[src/rtl/spec_chan_pkg.sv]
package spec_chan_pkg;
    parameter int NUM_PORTS = 5;
    localparam int PORT_W = $clog2(NUM_PORTS);

    typedef logic [PORT_W-1:0]    port_t;
    typedef logic [NUM_PORTS-1:0] pvec_t;

    typedef enum logic [2:0] {
        CH_IDLE,   // no flit, optionally asking for a predicted port
        CH_RSV,    // tentative reservation held on the predicted port
        CH_KILL,   // wrong guess: discard pulse plus firm request
        CH_ALLOC,  // firm request on the routed port, waiting for grant
        CH_XFER    // port owned, flits stream until tail
    } ch_state_e;

    typedef struct packed {
        logic  en;
        port_t port;
    } port_cmd_t;

    localparam port_cmd_t CMD_NONE = '{en: 1'b0, port: '0};

    function automatic port_cmd_t mk_cmd(input port_t p);
        mk_cmd = '{en: 1'b1, port: p};
    endfunction
endpackage

[src/rtl/spec_port_dec.sv]
module spec_port_dec
    import spec_chan_pkg::*;
(
    input  port_cmd_t cmd,
    output pvec_t     vec
);
    for (genvar i = 0; i < NUM_PORTS; i++) begin : g_bit
        assign vec[i] = cmd.en && (cmd.port == port_t'(i));
    end
endmodule

[src/rtl/spec_chan_fsm.sv]
module spec_chan_fsm
    import spec_chan_pkg::*;
(
    input  logic      clk,
    input  logic      rst,
    input  logic      flit_vld,
    input  logic      flit_tail,
    input  logic      pred_vld,
    input  port_t     pred_port,
    input  port_t     route_port,
    input  pvec_t     arb_gnt,
    output port_cmd_t req_cmd,
    output logic      req_tent,
    output port_cmd_t sel_cmd,
    output port_cmd_t kill_cmd,
    output logic      flit_pop
);
    ch_state_e st_q, st_d;
    port_t     held_q, held_d;   // speculatively reserved port
    port_t     rte_q, rte_d;     // confirmed routed port

    always_ff @(posedge clk) begin
        if (rst) begin
            st_q   <= CH_IDLE;
            held_q <= '0;
            rte_q  <= '0;
        end else begin
            st_q   <= st_d;
            held_q <= held_d;
            rte_q  <= rte_d;
        end
    end

    always_comb begin
        st_d     = st_q;
        held_d   = held_q;
        rte_d    = rte_q;
        req_cmd  = CMD_NONE;
        req_tent = 1'b0;
        sel_cmd  = CMD_NONE;
        kill_cmd = CMD_NONE;
        flit_pop = 1'b0;
        unique case (st_q)
            CH_IDLE: begin
                if (flit_vld) begin
                    // routing stage of the ordinary pipeline
                    rte_d = route_port;
                    st_d  = CH_ALLOC;
                end else if (pred_vld) begin
                    req_cmd  = mk_cmd(pred_port);
                    req_tent = 1'b1;
                    if (arb_gnt[pred_port]) begin
                        held_d = pred_port;
                        st_d   = CH_RSV;
                    end
                end
            end
            CH_RSV: begin
                req_cmd  = mk_cmd(held_q);
                req_tent = 1'b1;
                if (flit_vld && arb_gnt[held_q]) begin
                    sel_cmd = mk_cmd(held_q);
                    if (route_port == held_q) begin
                        flit_pop = 1'b1;
                        rte_d    = held_q;
                        st_d     = flit_tail ? CH_IDLE : CH_XFER;
                    end else begin
                        rte_d = route_port;
                        st_d  = CH_KILL;
                    end
                end else if (flit_vld) begin
                    rte_d = route_port;
                    st_d  = CH_ALLOC;
                end else if (!arb_gnt[held_q]) begin
                    st_d = CH_IDLE;
                end
            end
            CH_KILL: begin
                kill_cmd = mk_cmd(held_q);
                req_cmd  = mk_cmd(rte_q);
                st_d     = arb_gnt[rte_q] ? CH_XFER : CH_ALLOC;
            end
            CH_ALLOC: begin
                req_cmd = mk_cmd(rte_q);
                if (arb_gnt[rte_q]) st_d = CH_XFER;
            end
            CH_XFER: begin
                req_cmd = mk_cmd(rte_q);
                if (flit_vld) begin
                    sel_cmd  = mk_cmd(rte_q);
                    flit_pop = 1'b1;
                    if (flit_tail) st_d = CH_IDLE;
                end
            end
            default: st_d = CH_IDLE;
        endcase
    end
endmodule

[src/rtl/spec_chan_ctrl.sv]
module spec_chan_ctrl
    import spec_chan_pkg::*;
(
    input  logic                 clk,
    input  logic                 rst,
    input  logic                 flit_vld,
    input  logic                 flit_tail,
    output logic                 flit_pop,
    input  logic                 pred_vld,
    input  logic [PORT_W-1:0]    pred_port,
    input  logic [PORT_W-1:0]    route_port,
    output logic [NUM_PORTS-1:0] arb_req,
    output logic                 arb_tent,
    input  logic [NUM_PORTS-1:0] arb_gnt,
    output logic [NUM_PORTS-1:0] xbar_sel,
    output logic [NUM_PORTS-1:0] xbar_kill
);
    port_cmd_t req_cmd, sel_cmd, kill_cmd;

    spec_chan_fsm u_fsm (
        .clk        (clk),
        .rst        (rst),
        .flit_vld   (flit_vld),
        .flit_tail  (flit_tail),
        .pred_vld   (pred_vld),
        .pred_port  (pred_port),
        .route_port (route_port),
        .arb_gnt    (arb_gnt),
        .req_cmd    (req_cmd),
        .req_tent   (arb_tent),
        .sel_cmd    (sel_cmd),
        .kill_cmd   (kill_cmd),
        .flit_pop   (flit_pop)
    );

    spec_port_dec u_req_dec  (.cmd(req_cmd),  .vec(arb_req));
    spec_port_dec u_sel_dec  (.cmd(sel_cmd),  .vec(xbar_sel));
    spec_port_dec u_kill_dec (.cmd(kill_cmd), .vec(xbar_kill));
endmodule

[config.mk]
export PLATFORM = sky130hd
export DESIGN_NAME = spec_chan_ctrl
export DESIGN_NICKNAME = d
export VERILOG_FILES = /design/src/rtl/spec_chan_pkg.sv /design/src/rtl/spec_port_dec.sv /design/src/rtl/spec_chan_fsm.sv /design/src/rtl/spec_chan_ctrl.sv
export SDC_FILE = /design/constraint.sdc
export NUM_CORES = 1
export LEC_CHECK = 0
export BUFFER_PORTS_ARGS = -buffer_cell sky130_fd_sc_hd__clkbuf_2
export CAP_MARGIN = 20
export CORE_MARGIN = 10
export CORE_UTILIZATION = 40
export DETAILED_ROUTE_END_ITERATION = 8
export GPL_TIMING_DRIVEN = 0
export PLACE_DENSITY = 0.65
export SKIP_CTS_REPAIR_TIMING = 1
export SYNTH_ARGS = -nofsm -noshare
export SYNTH_HDL_FRONTEND = slang
export SYNTH_SLANG_ARGS = --single-unit
[constraint.sdc]
create_clock -name clk -period 1.5 [get_ports clk]
set_input_delay 0.075 -clock clk [delete_from_list [all_inputs] [get_ports clk]]
set_output_delay 0.075 -clock clk [all_outputs]
set_load 0.01 [all_outputs]
==> results.md, run 1 <==
- RSZ-0062 raised after global routing: yes
- Reg-to-reg setup timing slack: -0.28 ns
- Clock Skew: 0.00104 ns
- Final ANT Viol Nets: 0
- Area Growth Syn to Fin: 60.2%
- Setup ws final: -0.485 ns
- Worst flop-to-flop path startpoint: u_fsm.held_q[1]
- Initial antenna violation count: 0
- Ranking of synthesized cells by area: dfxtp_1 18%, mux2i_1 8.2%, nor2_1 6.5%
- Post-synth EDFFs: 0
- Sequential share of the synthesized area: 0.184
- Initial Util: 0.431
- Worst path arrival time: 1.91 ns
- Nets: slightly above 200
- Crit-path max FO: 4
- Worst reg2reg path depth: 7
- Synth Flop Type: dfxtp_1
- Core area: 2280 sq um
- Failing checks: setup timing
- Switch Pwr: 807 uW
- Antenna Cells: 0
- Setup Slack @ Placement: -0.493 ns
- Synth unique cells: 46
- Syn avg cell area: between 7 and 8 sq um
- Die ar.: around 4800 sq um
- H-Tree Depth: 1
- Row count: 17
- Hold Path Class: input pin to flop
- Die Span X: approximately 70 um
- CP Data Required Time: around 1.4 ns
- Clk network pwr share: 0.108
- Critical Path Sink: xbar_sel[4]
- WHS Path Cells: 3
- Max-capacitance violation count: 0
- Pwr/cell area: around 1100 nW/um^2
- GRT Total Usage: 0.130
- CTS tree: built
- Final Hold Fails: 0
- Total power draw: 1800 uW
- Commonest non-fill, non-tap cell in the layout: clkbuf_2
- Mapped cell area: ~980 sq um
- Int Pwr: approximately 1000 uW
- Status: complete, but fails checks
- Hpwl dp: 2540 um
- CTS root buffer: clkbuf_4
- Least-Margin Pin Slew: 0.551 ns
- RR Endpoint: u_fsm.st_q[2]
- DRC: 0
- FF+latch count, synth: 9
- Worst Setup End Kind: output port
- Top-level port count: 33
- Post-Syn Nets: 150
- Slew headroom: 0.631
- Initial DRC count: between 80 and 90
- Sequential power share: 0.191
- First drt pass iteration count: 5
- First-pass GRT wire length: 5350 um
- Final min period: 1.98 ns
- Vias in the first global route: ~1100
- Most frequent cells in the layout: 21 x clkbuf_2, 18 x buf_4, 14 x nor2_1
- Via Count: 1237
- Fmax: ~500 MHz
- CTS sink count: 9
- Setup CP Type: flop to output port
- Final setup violation count: 17
- Logic pwr share: 0.701
- Layout cells sized above 1: 0.522
- Clk_lat worst skew: about 0.27 ns
- Max clock buf depth: 2
- CP Launch Point: u_fsm.held_q[1]
- Top-area cell type share of the netlist area: 0.184
- Vias per inst: slightly below 6
- Synthesized instance count: approximately 130
- Switching share of power: 0.449
- Post-synth top area cell: dfxtp_1
- Leak: 0.000675 uW
- Die span in y: 69.5 um
- Final RePlAce weighted congestion: ~0.9
- Synth Warn #: 0
- Peak supply drop: between 0.001 and 0.0015 V
- Startpoint Class: flop
- Clock transition at path regs: approximately 0.060 ns
- Ys async rst share: 0
- WL/cell: 16.8 um
- Largest net degree at the start of global routing: 11
- Fin. max-slew vios: 0
- IO buf count: 31
- Total gr overflow: 0
- Routed Wire Length: approximately 3600 um
- Number of buffers created by CTS: 3
- Crit share post-route: 1.32
registers in the layout, indices dropped and copies added, names as in the netlist:
register,count
u_fsm.held_q,3
u_fsm.rte_q,3
u_fsm.st_q,3
Yosys cell counts, types with 2 or more instances:
cell / count
o21ai_0: 5
nand3b_1: 3
and3_1: 2
mux2i_1: 8
nor3_1: 8
o21ai_1: 3
nand3_1: 2
a222oi_1: 2
buf_2: 4
nand2_1: 7
nor2_1: 17
a211oi_1: 3
inv_1: 5
and2_1: 2
dfxtp_1: 9
nand2b_1: 5
buf_6: 2
xor2_1: 3
nor3b_1: 6
a21oi_1: 9
buf_4: 2
nor2b_1: 2
or2_2: 2
layer usage:
metal	GRT usage	vias up	routed length (um)
met4	0.0687	0	52
met3	0.0300	4	265
met2	0.203	53	1790
met1	0.159	581	1490
met5	0	-	0
li1	-	599	-
cells by family after synthesis:
logic type	synth area share
AO/OA/AOI/OAI	0.278
XOR/XNOR	0.0268
buffers and inverters	0.0816
flip-flops	0.184
multiplexers	0.0816
AND/OR/NAND/NOR	0.348
worst max-delay path, stage by stage (launching register included):
cell and delay [ns]:
dfxtp_2 0.35, buf_12 0.12, mux2i_4 0.23, o221ai_4 0.16, and2_4 0.17, a211o_1 0.33
nor2_2 0.13, buf_2 0.14
stage by stage:
step	hold slack, ns	util	instance area (sq um)	TNS (ns)	cells
floorplan	0.211	-	1080	-0.879	134
global placement	0.327	0.556	1270	-3.34	193
detailed placement	0.332	0.556	1270	-3.98	193
CTS	0.0476	0.568	1290	-7.65	197
global route	0.0818	0.690	1570	-7.16	214
finish	0.0412	0.690	1570	-5.66	214
cell type report:
class / instances / area (sq um)
buffer: 9 / 98.8
clock buffer: 4 / 26.3
fill: 185 / 704
inverter: 5 / 18.8
multi-input combinational: 111 / 913
sequential: 9 / 186
tap: 28 / 35.0
timing repair buffer: 48 / 293
power groups by stage:
| stage | Combinational, uW | Clock, uW | Sequential (uW) |
|---|---|---|---|
| 4_1_cts | 894 | 197 | 325 |
| 6_report | 1260 | 195 | 344 |
| 2_1_floorplan | 659 | 0 | 321 |
| 5_1_grt | 1360 | 209 | 353 |
| 3_5_place_dp | 888 | 0 | 331 |
| 3_3_place_gp | 871 | 0 | 329 |
worst min path at each step:
stage / startpoint / to / slack, ns
floorplan: route_port[1] / u_fsm.rte_q[1] / 0.21
global placement: route_port[2] / u_fsm.rte_q[2] / 0.33
detailed placement: route_port[2] / u_fsm.rte_q[2] / 0.33
CTS: route_port[2] / u_fsm.rte_q[2] / 0.05
global route: route_port[1] / u_fsm.rte_q[1] / 0.08
finish: route_port[2] / u_fsm.rte_q[2] / 0.04
Power figures use the tool's default switching activity.
==> inputs of run 2 (changes only) <==
RECOVER_POWER = 100   (was unset)
==> results.md, run 2 (same netlist as run 1, synthesis figures left out) <==
- Status: complete, but fails checks
- Failing checks: setup timing
- CTS root buffer: clkbuf_4
- Finished Core Util: 0.689 (-0.00110)
- Logic pwr share: 0.700 (about the same)
- Max incr delay on CP: 0.35 ns (about the same)
- Final RePlAce weighted congestion: 0.882 (unchanged)
- CP Data Required Time: 1.42 ns (about the same)
- Final min period: 1.99 ns (+0.000735 ns)
- Initial antenna violation count: 0 (unchanged)
- Final setup violation count: 17 (unchanged)
- Max clock buf depth: 2 (unchanged)
- Die span in y: 69.5 um (unchanged)
- Peak supply drop: 0.00132 V (-0.25%)
- Switching share of power: 0.448 (-0.000832)
- Sequential cell area: 186 sq um (unchanged)
- Area taken by multi-input logic gates: 911 sq um (-0.27%)
- Pwr/cell area: 1140 nW/um^2 (-0.16%)
- Cell-by-cell trace of the critical path: buf_12, mux2i_4, o221ai_4, and2_4, a211o_1, nor2_2, buf_2
- IO buf count: 31 (unchanged)
- First drt pass iteration count: 4 (-1)
- Clock Skew: 0.000875 ns (-0.000168 ns)
- Hpwl dp: 2540 um (unchanged)
- GRT Total Usage: 0.130 (unchanged)
- Slew headroom: 0.631 (unchanged)
- WL/cell: 16.8 um (about the same)
- Via Count: 1232 (-0.40%)
- Worst reg2reg path depth: 7 (unchanged)
- Final Instance Area: 1570 sq um (-0.16%)
- CTS sink count: 9 (unchanged)
- Layout cells sized above 1: 0.516 (-0.00538)
- Worst path arrival time: 1.91 ns (about the same)
- Setup ws final: -0.485 ns (-0.000735 ns)
- Placed cell count: 193 (unchanged)
- WHS Path Cells: 3 (unchanged)
- Nets: 203 (unchanged)
- Commonest non-fill, non-tap cell in the layout: clkbuf_2
- Regs by FF count: u_fsm.held_q: 3 flops, u_fsm.rte_q: 3 flops, u_fsm.st_q: 3 flops
- Crit-path max FO: 4 (unchanged)
- CTS tree: built
- Clk_lat worst skew: 0.27 ns (about the same)
- Fmax: 504 MHz (about the same)
- Row count: 17 (unchanged)
- Final ANT Viol Nets: 0 (unchanged)
- Largest net degree at the start of global routing: 11 (unchanged)
- Worst Setup End Kind: output port
- Area Growth Syn to Fin: 59.9%
- DRC: 0 (unchanged)
- Sequential power share: 0.192 (about the same)
- Total gr overflow: 0 (unchanged)
- Final setup TNS: -5.54 ns (+0.120 ns)
- Crit share post-route: 1.32 (about the same)
- Clock transition at path regs: 0.06 ns (about the same)
- Vias in the first global route: 1124 (unchanged)
- Clk network pwr share: 0.109 (about the same)
- Initial Util: 0.431 (unchanged)
- CP max stage cell: dfxtp_2
- Initial DRC count: 86 (+2.4%)
- Die ar.: 4830 sq um (unchanged)
- Vias per inst: 5.76 (-0.40%)
- Routed Wire Length: 3600 um (about the same)
- First-pass GRT wire length: 5350 um (unchanged)
- Most frequent cells in the layout: 21 x clkbuf_2, 18 x buf_4, 15 x nor2_1
- Fin. max-slew vios: 0 (unchanged)
- Antenna Cells: 0 (unchanged)
- Die Span X: 69.5 um (unchanged)
- Least-Margin Pin Slew: 0.551 ns (-0.000000238 ns)
- Switch Pwr: 803 uW (-0.50%)
- Setup CP Type: flop to output port
- Number of buffers created by CTS: 3 (unchanged)
- Hold Path Class: input pin to flop
- Max-capacitance violation count: 0 (unchanged)
- Layout fillers: 186 (+0.54%)
- Leak: 0.000675 uW (about the same)
- RSZ-0062 raised after global routing: yes
- Final Hold Fails: 0 (unchanged)
- Startpoint Class: flop
- Core area: 2280 sq um (unchanged)
- Int Pwr: 991 uW (-0.17%)
- Top-level port count: 33 (unchanged)
- H-Tree Depth: 1 (unchanged)
- Layout Cells excl Fill: 214 (unchanged)
- Post-DP Area: 1270 sq um (unchanged)
-- run 2: changes by cell type in the layout (fill, tap and decap cells not counted) --
cell,previous run,this run
nor2_2,3,2
nor2_1,14,15
-- run 2: per-layer routing --
layer	vias up	track usage	routed length, um
li1	600	-	-
met2	61	0.203	1780
met4	0	0.0687	52
met1	567	0.159	1480
met5	-	0	0
met3	4	0.0300	284
-- run 2: layout make-up --
class / instances / area share
Buffer: 9 / 0.0630
Clock buffer: 4 / 0.0167
Inverter: 5 / 0.0120
Multi-Input combinational cell: 111 / 0.581
Sequential cell: 9 / 0.119
Tap cell: 28 / 0.0223
Timing Repair Buffer: 48 / 0.187
-- run 2: final timing paths --
kind                            slack (ns)            start         endpoint
worst max-delay path                 -0.49  u_fsm.held_q[1]      xbar_sel[4]
worst min-delay path                  0.04    route_port[2]   u_fsm.rte_q[2]
worst max register to register       -0.28  u_fsm.held_q[1]    u_fsm.st_q[2]
worst min register to register        0.60  u_fsm.held_q[0]  u_fsm.held_q[0]
-- run 2: critical path, delay by kind of cell, from the launching register on --
family	cells	cell delay, ns
compound gates	2	0.50
buf+inv	2	0.26
flops	1	0.35
mux	1	0.23
simple gates	2	0.30
-- run 2: metrics by stage --
step                      power, uW  setup WS, ns  hold slack (ns)
after floorplan                 980        -0.167            0.211
final                          1790        -0.485           0.0411
after global routing           1920        -0.561           0.0818
after CTS                      1420        -0.769           0.0476
after detailed placement       1220        -0.493            0.332
after global placement         1200        -0.425            0.327
-- run 2: power by group through the flow --
stage / sequential [uW] / combinational, uW / clock, uW
2_1_floorplan: 321 / 659 / 0
3_3_place_gp: 329 / 871 / 0
3_5_place_dp: 331 / 888 / 0
4_1_cts: 325 / 894 / 197
5_1_grt: 353 / 1350 / 209
6_report: 344 / 1260 / 195
